`src/rtl/lrot_pkg.sv`:
```
package lrot_pkg;

  localparam int unsigned RING    = 6;
  localparam int unsigned NSTATES = 2 * RING;
  localparam int unsigned NSPEEDS = 6;
  localparam int unsigned POS_W   = $clog2(NSTATES);
  localparam int unsigned SPD_W   = $clog2(NSPEEDS);
  localparam int unsigned MS_W    = 9;

  typedef logic [POS_W-1:0] pos_t;
  typedef logic [SPD_W-1:0] spd_t;
  typedef logic [MS_W-1:0]  ms_t;
  typedef logic [RING-1:0]  ring_t;

  // dwell of a single-lamp step for a speed index
  function automatic ms_t single_ms(spd_t s);
    case (s)
      spd_t'(0): return ms_t'(250);
      spd_t'(1): return ms_t'(180);
      spd_t'(2): return ms_t'(130);
      spd_t'(3): return ms_t'(100);
      spd_t'(4): return ms_t'(70);
      spd_t'(5): return ms_t'(40);
      default:   return ms_t'(250);
    endcase
  endfunction

  function automatic spd_t next_speed(spd_t s);
    return (s == spd_t'(NSPEEDS - 1)) ? '0 : s + spd_t'(1);
  endfunction

  function automatic pos_t step_pos(pos_t p, logic cw);
    if (cw) return (p == pos_t'(NSTATES - 1)) ? '0 : p + pos_t'(1);
    else    return (p == '0) ? pos_t'(NSTATES - 1) : p - pos_t'(1);
  endfunction

  // lamp pattern of a step: even = one lamp, odd = lamp and its upper neighbour
  function automatic ring_t lamps_of(pos_t p);
    int unsigned k;
    ring_t v;
    k = 32'(p) >> 1;
    v = ring_t'(1) << k;
    if (p[0]) v = v | (ring_t'(1) << ((k + 1) % RING));
    return v;
  endfunction

endpackage

```
`src/rtl/lrot_tick_gen.sv`:
```
module lrot_tick_gen #(
  parameter int unsigned DIV = 50000
) (
  input  logic clk,
  input  logic rst,
  output logic tick_o
);
  localparam int unsigned CW = (DIV > 1) ? $clog2(DIV) : 1;

  logic [CW-1:0] cnt_q;

  assign tick_o = (cnt_q == CW'(DIV - 1));

  always_ff @(posedge clk) begin
    if (rst)         cnt_q <= '0;
    else if (tick_o) cnt_q <= '0;
    else             cnt_q <= cnt_q + CW'(1);
  end

  assert_cnt_bound_R2: assert property (@(posedge clk) disable iff (rst)
    32'(cnt_q) < DIV);

  generate
    if (DIV > 1) begin : g_gap
      assert_tick_gap_R2: assert property (@(posedge clk) disable iff (rst)
        tick_o |=> !tick_o);
    end
  endgenerate

endmodule

```
`src/rtl/lrot_debounce.sv`:
```
module lrot_debounce #(
  parameter int unsigned HOLD_TICKS = 10
) (
  input  logic clk,
  input  logic rst,
  input  logic tick_i,
  input  logic raw_i,
  output logic rise_o
);
  localparam int unsigned HW = (HOLD_TICKS > 1) ? $clog2(HOLD_TICKS) : 1;

  logic [1:0]    sync_q;
  logic          level_q;
  logic [HW-1:0] run_q;

  logic synced, differ, settle;

  assign synced = sync_q[1];
  assign differ = synced ^ level_q;
  assign settle = tick_i && differ && (run_q == HW'(HOLD_TICKS - 1));
  assign rise_o = settle && synced;

  always_ff @(posedge clk) begin
    if (rst) begin
      sync_q  <= '0;
      level_q <= 1'b0;
      run_q   <= '0;
    end else begin
      sync_q <= {sync_q[0], raw_i};
      if (tick_i) begin
        if (!differ) begin
          run_q <= '0;
        end else if (settle) begin
          level_q <= synced;
          run_q   <= '0;
        end else begin
          run_q <= run_q + HW'(1);
        end
      end
    end
  end

  assert_rise_sets_level_R8: assert property (@(posedge clk) disable iff (rst)
    rise_o |=> level_q);

  assert_level_on_tick_R8: assert property (@(posedge clk) disable iff (rst)
    !tick_i |=> $stable(level_q));

  assert_run_bound_R8: assert property (@(posedge clk) disable iff (rst)
    32'(run_q) < HOLD_TICKS);

endmodule

```
`src/rtl/lrot_speed_sel.sv`:
```
module lrot_speed_sel
  import lrot_pkg::*;
(
  input  logic clk,
  input  logic rst,
  input  logic step_i,
  output ms_t  single_ms_o
);
  spd_t idx_q;

  always_ff @(posedge clk) begin
    if (rst)         idx_q <= '0;
    else if (step_i) idx_q <= next_speed(idx_q);
  end

  assign single_ms_o = single_ms(idx_q);

  assert_wrap_R7: assert property (@(posedge clk) disable iff (rst)
    (step_i && idx_q == spd_t'(NSPEEDS - 1)) |=> (idx_q == '0));

  assert_hold_R7: assert property (@(posedge clk) disable iff (rst)
    !step_i |=> $stable(idx_q));

  assert_range_R7: assert property (@(posedge clk) disable iff (rst)
    32'(idx_q) < NSPEEDS);

endmodule

```
`src/rtl/lrot_ring_fsm.sv`:
```
module lrot_ring_fsm
  import lrot_pkg::*;
#(
  parameter int unsigned OVERLAP_MS = 20
) (
  input  logic  clk,
  input  logic  rst,
  input  logic  tick_i,
  input  logic  cw_i,
  input  ms_t   single_ms_i,
  output ring_t lamps_o
);
  pos_t pos_q, pos_nx;
  ms_t  left_q, load_ms;
  logic step_evt;

  assign pos_nx   = step_pos(pos_q, cw_i);
  assign step_evt = tick_i && (left_q == ms_t'(1));
  assign load_ms  = pos_nx[0] ? ms_t'(OVERLAP_MS) : single_ms_i;
  assign lamps_o  = lamps_of(pos_q);

  always_ff @(posedge clk) begin
    if (rst) begin
      pos_q  <= '0;
      left_q <= single_ms(spd_t'(0));
    end else if (step_evt) begin
      pos_q  <= pos_nx;
      left_q <= load_ms;
    end else if (tick_i) begin
      left_q <= left_q - ms_t'(1);
    end
  end

  assert_lamp_count_R10: assert property (@(posedge clk) disable iff (rst)
    ($countones(lamps_o) == 1) || ($countones(lamps_o) == 2));

  assert_cw_step_R3: assert property (@(posedge clk) disable iff (rst)
    ((pos_q != $past(pos_q)) && $past(cw_i))
      |-> (pos_q == pos_t'((32'($past(pos_q)) + 1) % NSTATES)));

  assert_ccw_step_R4: assert property (@(posedge clk) disable iff (rst)
    ((pos_q != $past(pos_q)) && !$past(cw_i))
      |-> (pos_q == pos_t'((32'($past(pos_q)) + NSTATES - 1) % NSTATES)));

  assert_overlap_load_R6: assert property (@(posedge clk) disable iff (rst)
    ((pos_q != $past(pos_q)) && pos_q[0]) |-> (left_q == ms_t'(OVERLAP_MS)));

  assert_dwell_live_R5: assert property (@(posedge clk) disable iff (rst)
    left_q != '0);

  assert_move_on_tick_R9: assert property (@(posedge clk) disable iff (rst)
    !tick_i |=> $stable(pos_q));

endmodule

```
`src/rtl/lrot_top.sv`:
```
module lrot_top
  import lrot_pkg::*;
#(
  parameter int unsigned TICK_DIV    = 50000,
  parameter int unsigned DEBOUNCE_MS = 10,
  parameter int unsigned OVERLAP_MS  = 20
) (
  input  logic       clk,
  input  logic       rst,
  input  logic       dir_cw,
  input  logic       speed_btn,
  output logic [5:0] lamps
);
  logic  tick_ms;
  logic  press_evt;
  ms_t   dwell_single;
  ring_t ring_lamps;

  lrot_tick_gen #(.DIV(TICK_DIV)) u_tick (
    .clk    (clk),
    .rst    (rst),
    .tick_o (tick_ms)
  );

  lrot_debounce #(.HOLD_TICKS(DEBOUNCE_MS)) u_deb (
    .clk    (clk),
    .rst    (rst),
    .tick_i (tick_ms),
    .raw_i  (speed_btn),
    .rise_o (press_evt)
  );

  lrot_speed_sel u_speed (
    .clk         (clk),
    .rst         (rst),
    .step_i      (press_evt),
    .single_ms_o (dwell_single)
  );

  lrot_ring_fsm #(.OVERLAP_MS(OVERLAP_MS)) u_ring (
    .clk         (clk),
    .rst         (rst),
    .tick_i      (tick_ms),
    .cw_i        (dir_cw),
    .single_ms_i (dwell_single),
    .lamps_o     (ring_lamps)
  );

  assign lamps = ring_lamps;

  assert_press_on_tick_R8: assert property (@(posedge clk) disable iff (rst)
    press_evt |-> tick_ms);

endmodule

```
`config.mk`:
```
export PLATFORM = sky130hd
export DESIGN_NAME = lrot_top
export DESIGN_NICKNAME = d
export VERILOG_FILES = /design/src/rtl/lrot_pkg.sv /design/src/rtl/lrot_tick_gen.sv /design/src/rtl/lrot_debounce.sv /design/src/rtl/lrot_speed_sel.sv /design/src/rtl/lrot_ring_fsm.sv /design/src/rtl/lrot_top.sv
export SDC_FILE = /design/constraint.sdc
export NUM_CORES = 1
export LEC_CHECK = 0
export BUFFER_PORTS_ARGS = -buffer_cell sky130_fd_sc_hd__buf_2
export CAP_MARGIN = 20
export CORE_MARGIN = 5
export CORE_UTILIZATION = 35
export CTS_CLUSTER_DIAMETER = 30
export CTS_CLUSTER_SIZE = 20
export DETAILED_ROUTE_END_ITERATION = 6
export SYNTH_ARGS = -nofsm -noshare
export SYNTH_HDL_FRONTEND = slang
export SYNTH_SLANG_ARGS = --single-unit
```
`constraint.sdc`:
```
create_clock -name clk -period 6.98 [get_ports clk]
set_input_delay 1.396 -clock clk [delete_from_list [all_inputs] [get_ports clk]]
set_output_delay 1.396 -clock clk [all_outputs]
set_load 0.03 [all_outputs]
```
# Yosys cells after proc, flatten, opt, wreduce, memory -nomap -nowiden
# Cells that the tools add are included.
[word_totals] reg_bits=39
[op_classes] n_addsub=7 shifts=2 n_bitwise=2 mux=11 div_mod_pow=1 eq_ne=9 n_reduce_logical=8
[op_table] cell="$pmux W8 S5" count=1
[op_table] cell="$mod A32 B3 Y32 const B" count=1
[op_table] cell="$shl A1 B32 Y6 const A" count=1
[op_table] cell="$mux W4" count=5
[op_table] cell="$mux W9" count=2
[op_table] cell="$add A16 B1 Y16 const B" count=1
[op_table] cell="$eq A16 B16 Y1 const B" count=1
[op_table] cell="$eq A9 B1 Y1 const B" count=1
[op_table] cell="$sub A9 B1 Y9 const B" count=1
[op_table] cell="$add A4 B1 Y4 const B" count=2
[op_table] cell="$eq A4 B4 Y1 const B" count=2
[op_table] cell="$mux W8" count=1
[op_table] cell="$eq A3 B2 Y1 const B" count=2
[op_table] cell="$eq A3 B3 Y1 const B" count=2
[op_table] cell="$mux W6" count=1
[op_table] cell="$or A6 B6 Y6" count=1
[op_table] cell="$shl A1 B3 Y6 const A" count=1
[op_table] cell="$add A3 B1 Y4 const B" count=1
[op_table] cell="$logic_and A1 B1 Y1" count=4
[op_table] cell="$logic_not A4 Y1" count=1
[op_table] cell="$sub A4 B1 Y4 const B" count=1
[op_table] cell="$add A3 B1 Y3 const B" count=1
[op_table] cell="$eq A3 B1 Y1 const B" count=1
[op_table] cell="$mux W3" count=1
[op_table] cell="other kinds (4)" count=4

# Longest topological paths before layout
[depth] depth_word=5 mapped_depth=11

# By module
# Synthesis repeated with hierarchy kept, for this count alone.
[hier_totals] cells_unflattened=301 hier_area_um2=2516.2
[modules_own_cells] module="lrot_ring_fsm" n_inst=1 cells_each=146 seq_area_each_um2=260.2 area_per_inst_um2=1164.9
[modules_own_cells] module="lrot_tick_gen" n_inst=1 cells_each=81 seq_area_each_um2=320.3 area_per_inst_um2=710.7
[modules_own_cells] module="lrot_debounce" n_inst=1 cells_each=33 seq_area_each_um2=140.1 area_per_inst_um2=339.1
[modules_own_cells] module="lrot_speed_sel" n_inst=1 cells_each=41 seq_area_each_um2=60.1 area_per_inst_um2=301.5

# Worst setup path before layout
# OpenSTA, ideal clock, no wires.
[synth_timing] kind="register to output" from="register u_ring.pos_q[2]" to="output lamps[1]" t_required_ns=5.584 path_stages_with_launch=12 t_arrival_ns=2.928 path_buffers=1 slack_ns=2.656 path_cell_list="dfxtp_1 -> clkbuf_1 -> inv_1 -> ha_1 -> ha_1 -> inv_1 -> ha_1 -> nand2b_1 -> a221oi_1 -> mux2i_1 -> nand2b_1 -> o32ai_1"
[synth_via] elab_chain_cells=5 word_cells_on_any_way=6 cone_classes="add/sub: 1; div: 1; shift: 2; mux: 1; bitwise: 1"
[synth_lines] item="from (decl)" line="lrot_ring_fsm.sv:13" text="pos_t pos_q, pos_nx;"
[synth_lines] item="from (signal assigned)" line="lrot_ring_fsm.sv:27" text="pos_q <= pos_nx;"
[synth_lines] item="$add A3 B1 Y4" line="lrot_pkg.sv:43" text="if (p[0]) v = v | (ring_t'(1) << ((k + 1) % RING));"
[synth_lines] item="$mod A32 B3 Y32" line="lrot_pkg.sv:43"
[synth_lines] item="$shl A1 B32 Y6" line="lrot_pkg.sv:43"
[synth_lines] item="$or A6 B6 Y6" line="lrot_pkg.sv:43"
[synth_lines] item="$mux W6 (*)" line="lrot_pkg.sv:43"
[synth_lines] item="to (decl)" line="lrot_top.sv:12" text="output logic [5:0] lamps"
# Every way passes the cells marked *; elsewhere a longest branch is shown, timed or not.

# Worst setup path after layout
[layout_timing] from="register u_ring.pos_q[3]" to="output lamps[1]"
# Same word-level chain as after synthesis.

==> results_dict.tcl <==
set metrics [dict create \
    status "finished clean" \
    path_max_fanout 15 \
    yosysSeqAreaShare 0.319 \
    slowest_delay_ps 610 \
    ys.flop_type "dfxtp_1" \
    multi_input_area_mm2 0.00155 \
    grt_pass1_wl_mm 8.47 \
    worstMarginPinSlew_ps 658 \
    relSlewSlack 0.561 \
    nets 324 \
    cts_max_level 2 \
    drt_wl_total_mm 4.76 \
    drv_slew 0 \
    synth.avg_cell_area_um2 8.15 \
    p_per_area_mw_per_mm2 161 \
    switching_share 0.201 \
    slowest_stage "dfxtp_1" \
    grt_max_degree 22 \
    design_area_mm2 0.00267 \
    synth-edff-count 0 \
    grt_remaining_overflow 0 \
    cp.arrival_ps 3300 \
    first_iter_violations 145 \
    clockPowerShare 0.454 \
    p_leak_uw 0.000943 \
    crit_type "reg -> out" \
    drive_above_1_share 0.0855 \
    tns_ps 0 \
    period_share 0.673 \
    antenna_found_initial 0 \
    yosysWarningCount 0 \
    cts_root_buf "clkbuf_8" \
    power.switching_uw 86.3 \
    synthSimpleGateAreaFrac 0.269 \
    track_usage 0.118 \
    finClkSkew_ps 5.40 \
    ctsHoldBuffers 0 \
    grt_pass1_vias 1899 \
    crit_chain "inv_1, ha_1, a31oi_1, ha_1, inv_1, ha_1, nand2b_1, a221oi_1, mux2i_1, nand2b_1, o32ai_1, buf_2" \
    area_growth_pct 9.10 \
    crit_path_start_kind "flop" \
    syn-num-nets 321 \
    synth-compound-area-share 0.191 \
    die_w_um 93.6 \
    cts_sinks 39 \
    synthMuxAreaShare 0.0205 \
    synthCells 300 \
    seqPwrFrac 0.526 \
    required_ps 5580 \
    synth_xor_area_frac 0.0645 \
    die-area_mm2 0.00876 \
    cp_common_cell "ha_1" \
    cts_tree "done" \
    cts_buffers 5 \
    cp-end-kind "output pin" \
    hpwl_mm 3.38 \
    clk_pin_slew_worst_paths_ps 70 \
    hold_path_class "reg -> reg" \
    ys_ff_latch 39 \
    peakVddDrop_mv 0.100 \
    fill_cells 687 \
    viasPerCell 5.06 \
    finalCriticalPeriod_ps 4700 \
    drt-pass1-iter-count 4 \
    drt-wirelength-per-cell_um 11.9 \
    clk_latency_ps 290 \
    internal-power_uw 343 \
    critPathTopFamily "adder cells" \
    async_flop_share 0 \
    via_count 2022 \
    synth_top_family_by_area "simple AND/OR/NAND/NOR gates" \
    start_util 0.360 \
    fmax_mhz 213 \
    dpl_cell_area_mm2 0.00255 \
    setup_viol 0 \
    synth_cell_types 54 \
    grt_setup_unrepaired "no" \
    preCtsSetupSlack_ps 2600 \
    place.gp.congestion 0.783 \
    syn_area_mm2 0.00245 \
    register_area_um2 781 \
    combinationalPowerShare 0.021 \
    post_cts_buffers 0 \
    io_buffers 9 \
    cts_resized 0 \
    boundaryPins 10 \
    core_area_mm2 0.00679 \
    die_height_um 93.6 \
    clk_path_buf_depth 2 \
    row_count 30 \
    layout_setup_ws_ps 2280 \
    ant_nets 0 \
    hold_viol 0 \
    cp.buffers_inverters 3 \
    drc_errors 0 \
    drv_cap 0 \
    diodes 0 \
    synthAdderAreaFrac 0.0870 \
]
-- metal layers --
layer	global-route usage	wire length (µm)	up-vias
met5	0	0	-
met4	0.0433	75	0
met3	0.0290	154	6
met2	0.185	2060	19
met1	0.156	2470	923
li1	-	-	1074
-- power groups by stage --
stage	clock network (µW)	logic, µW	registers, µW
after global placement	0	9.17	231
after global routing	212	10.3	226
after floorplan	0	6.29	231
after detailed placement	0	9.17	231
after CTS	202	9.16	226
final	195	8.91	226
-- synthesized netlist by cell type (3+ instances only) --
cell type | count | area share
or3_1 | 3 | 0.0077
nor3_1 | 12 | 0.025
nor2_1 | 31 | 0.048
nand2b_1 | 4 | 0.010
o21ai_0 | 20 | 0.041
o31ai_1 | 4 | 0.012
nor2b_1 | 8 | 0.020
nand2_1 | 25 | 0.038
xnor2_1 | 12 | 0.043
clkbuf_1 | 9 | 0.014
a221o_1 | 4 | 0.016
nand3_1 | 11 | 0.023
nor4_1 | 3 | 0.0077
inv_1 | 15 | 0.023
dfxtp_1 | 39 | 0.32
a21oi_1 | 18 | 0.037
and3_1 | 3 | 0.0077
mux2i_1 | 5 | 0.020
buf_2 | 3 | 0.0061
ha_1 | 17 | 0.087
and4_1 | 3 | 0.011
nand4_1 | 4 | 0.010
nand4b_1 | 3 | 0.011
xor2_1 | 6 | 0.021
-- cell families after synthesis --
family	after synthesis
AO/OA/AOI/OAI	68
AND/OR/NAND/NOR	124
flip-flops	39
buffers and inverters	29
XOR/XNOR	18
multiplexers	5
adder cells (fa/ha/maj)	17
-- sequential cells by signal (all words and copies together) (netlist names) --
name and cells:
u_deb.level_q 1, u_tick.cnt_q 16, u_deb.run_q 4, u_ring.left_q 9
u_speed.idx_q 3, u_ring.pos_q 4, u_deb.sync_q 2
-- placed cells by master (no fill, tap or decap), types with 2 or more instances in the layout --
master,Yosys,layout
dfxtp_1,39,39
nor2_1,31,31
nand2_1,25,25
o21ai_0,20,20
a21oi_1,18,18
ha_1,17,17
inv_1,15,15
xnor2_1,12,12
nor3_1,12,12
nand3_1,11,11
buf_2,3,9
nor2b_1,8,8
xor2_1,6,6
clkbuf_8,0,6
mux2i_1,5,5
nand4_1,4,4
nand2b_1,4,4
o31ai_1,4,4
a221o_1,4,4
and3_1,3,3
nor4_1,3,3
or3_1,3,3
and4_1,3,3
nand4b_1,3,3
and2_1,2,2
a221oi_1,2,2
o2bb2ai_1,2,2
and4b_1,2,2
a211o_1,2,2
o211a_1,2,2
o22ai_1,2,2
o21a_1,2,2
-- worst register-to-register path: stages, from the launching register on --
cell and delay (ps):
dfxtp_1 370, ha_1 190, and3_1 260, nand4_1 470
nand2_1 620, o21ai_0 170, a21o_1 200
-- path summary, 6_finish.rpt --
kind	from	end	slack, ps	cells past startpoint
max	u_ring.pos_q[3]	lamps[1]	2280	12
min	u_deb.sync_q[0]	u_deb.sync_q[1]	440	1
max reg2reg	u_tick.cnt_q[0]	u_deb.run_q[2]	4610	6
min reg2reg	u_deb.sync_q[0]	u_deb.sync_q[1]	440	1
-- area by class of cell --
| type | count | share of cell area |
|---|---|---|
| Clock inverter | 2 | 0.0131 |
| Sequential cell | 39 | 0.293 |
| Tap cell | 96 | 0.0450 |
| Inverter | 16 | 0.0225 |
| Timing Repair Buffer | 9 | 0.0169 |
| Multi-Input combinational cell | 232 | 0.579 |
| Clock buffer | 6 | 0.0309 |
-- stage by stage --
| stage | util | hold WS [ps] | cells | power [µW] |
|---|---|---|---|---|
| floorplan | - | 414 | 300 | 237 |
| global placement | 0.376 | 423 | 392 | 240 |
| detailed placement | 0.376 | 435 | 392 | 240 |
| CTS | 0.393 | 453 | 400 | 437 |
| global route | 0.393 | 477 | 400 | 448 |
| finish | 0.393 | 445 | 400 | 429 |
No activity file was read; power rests on OpenSTA's default activity.
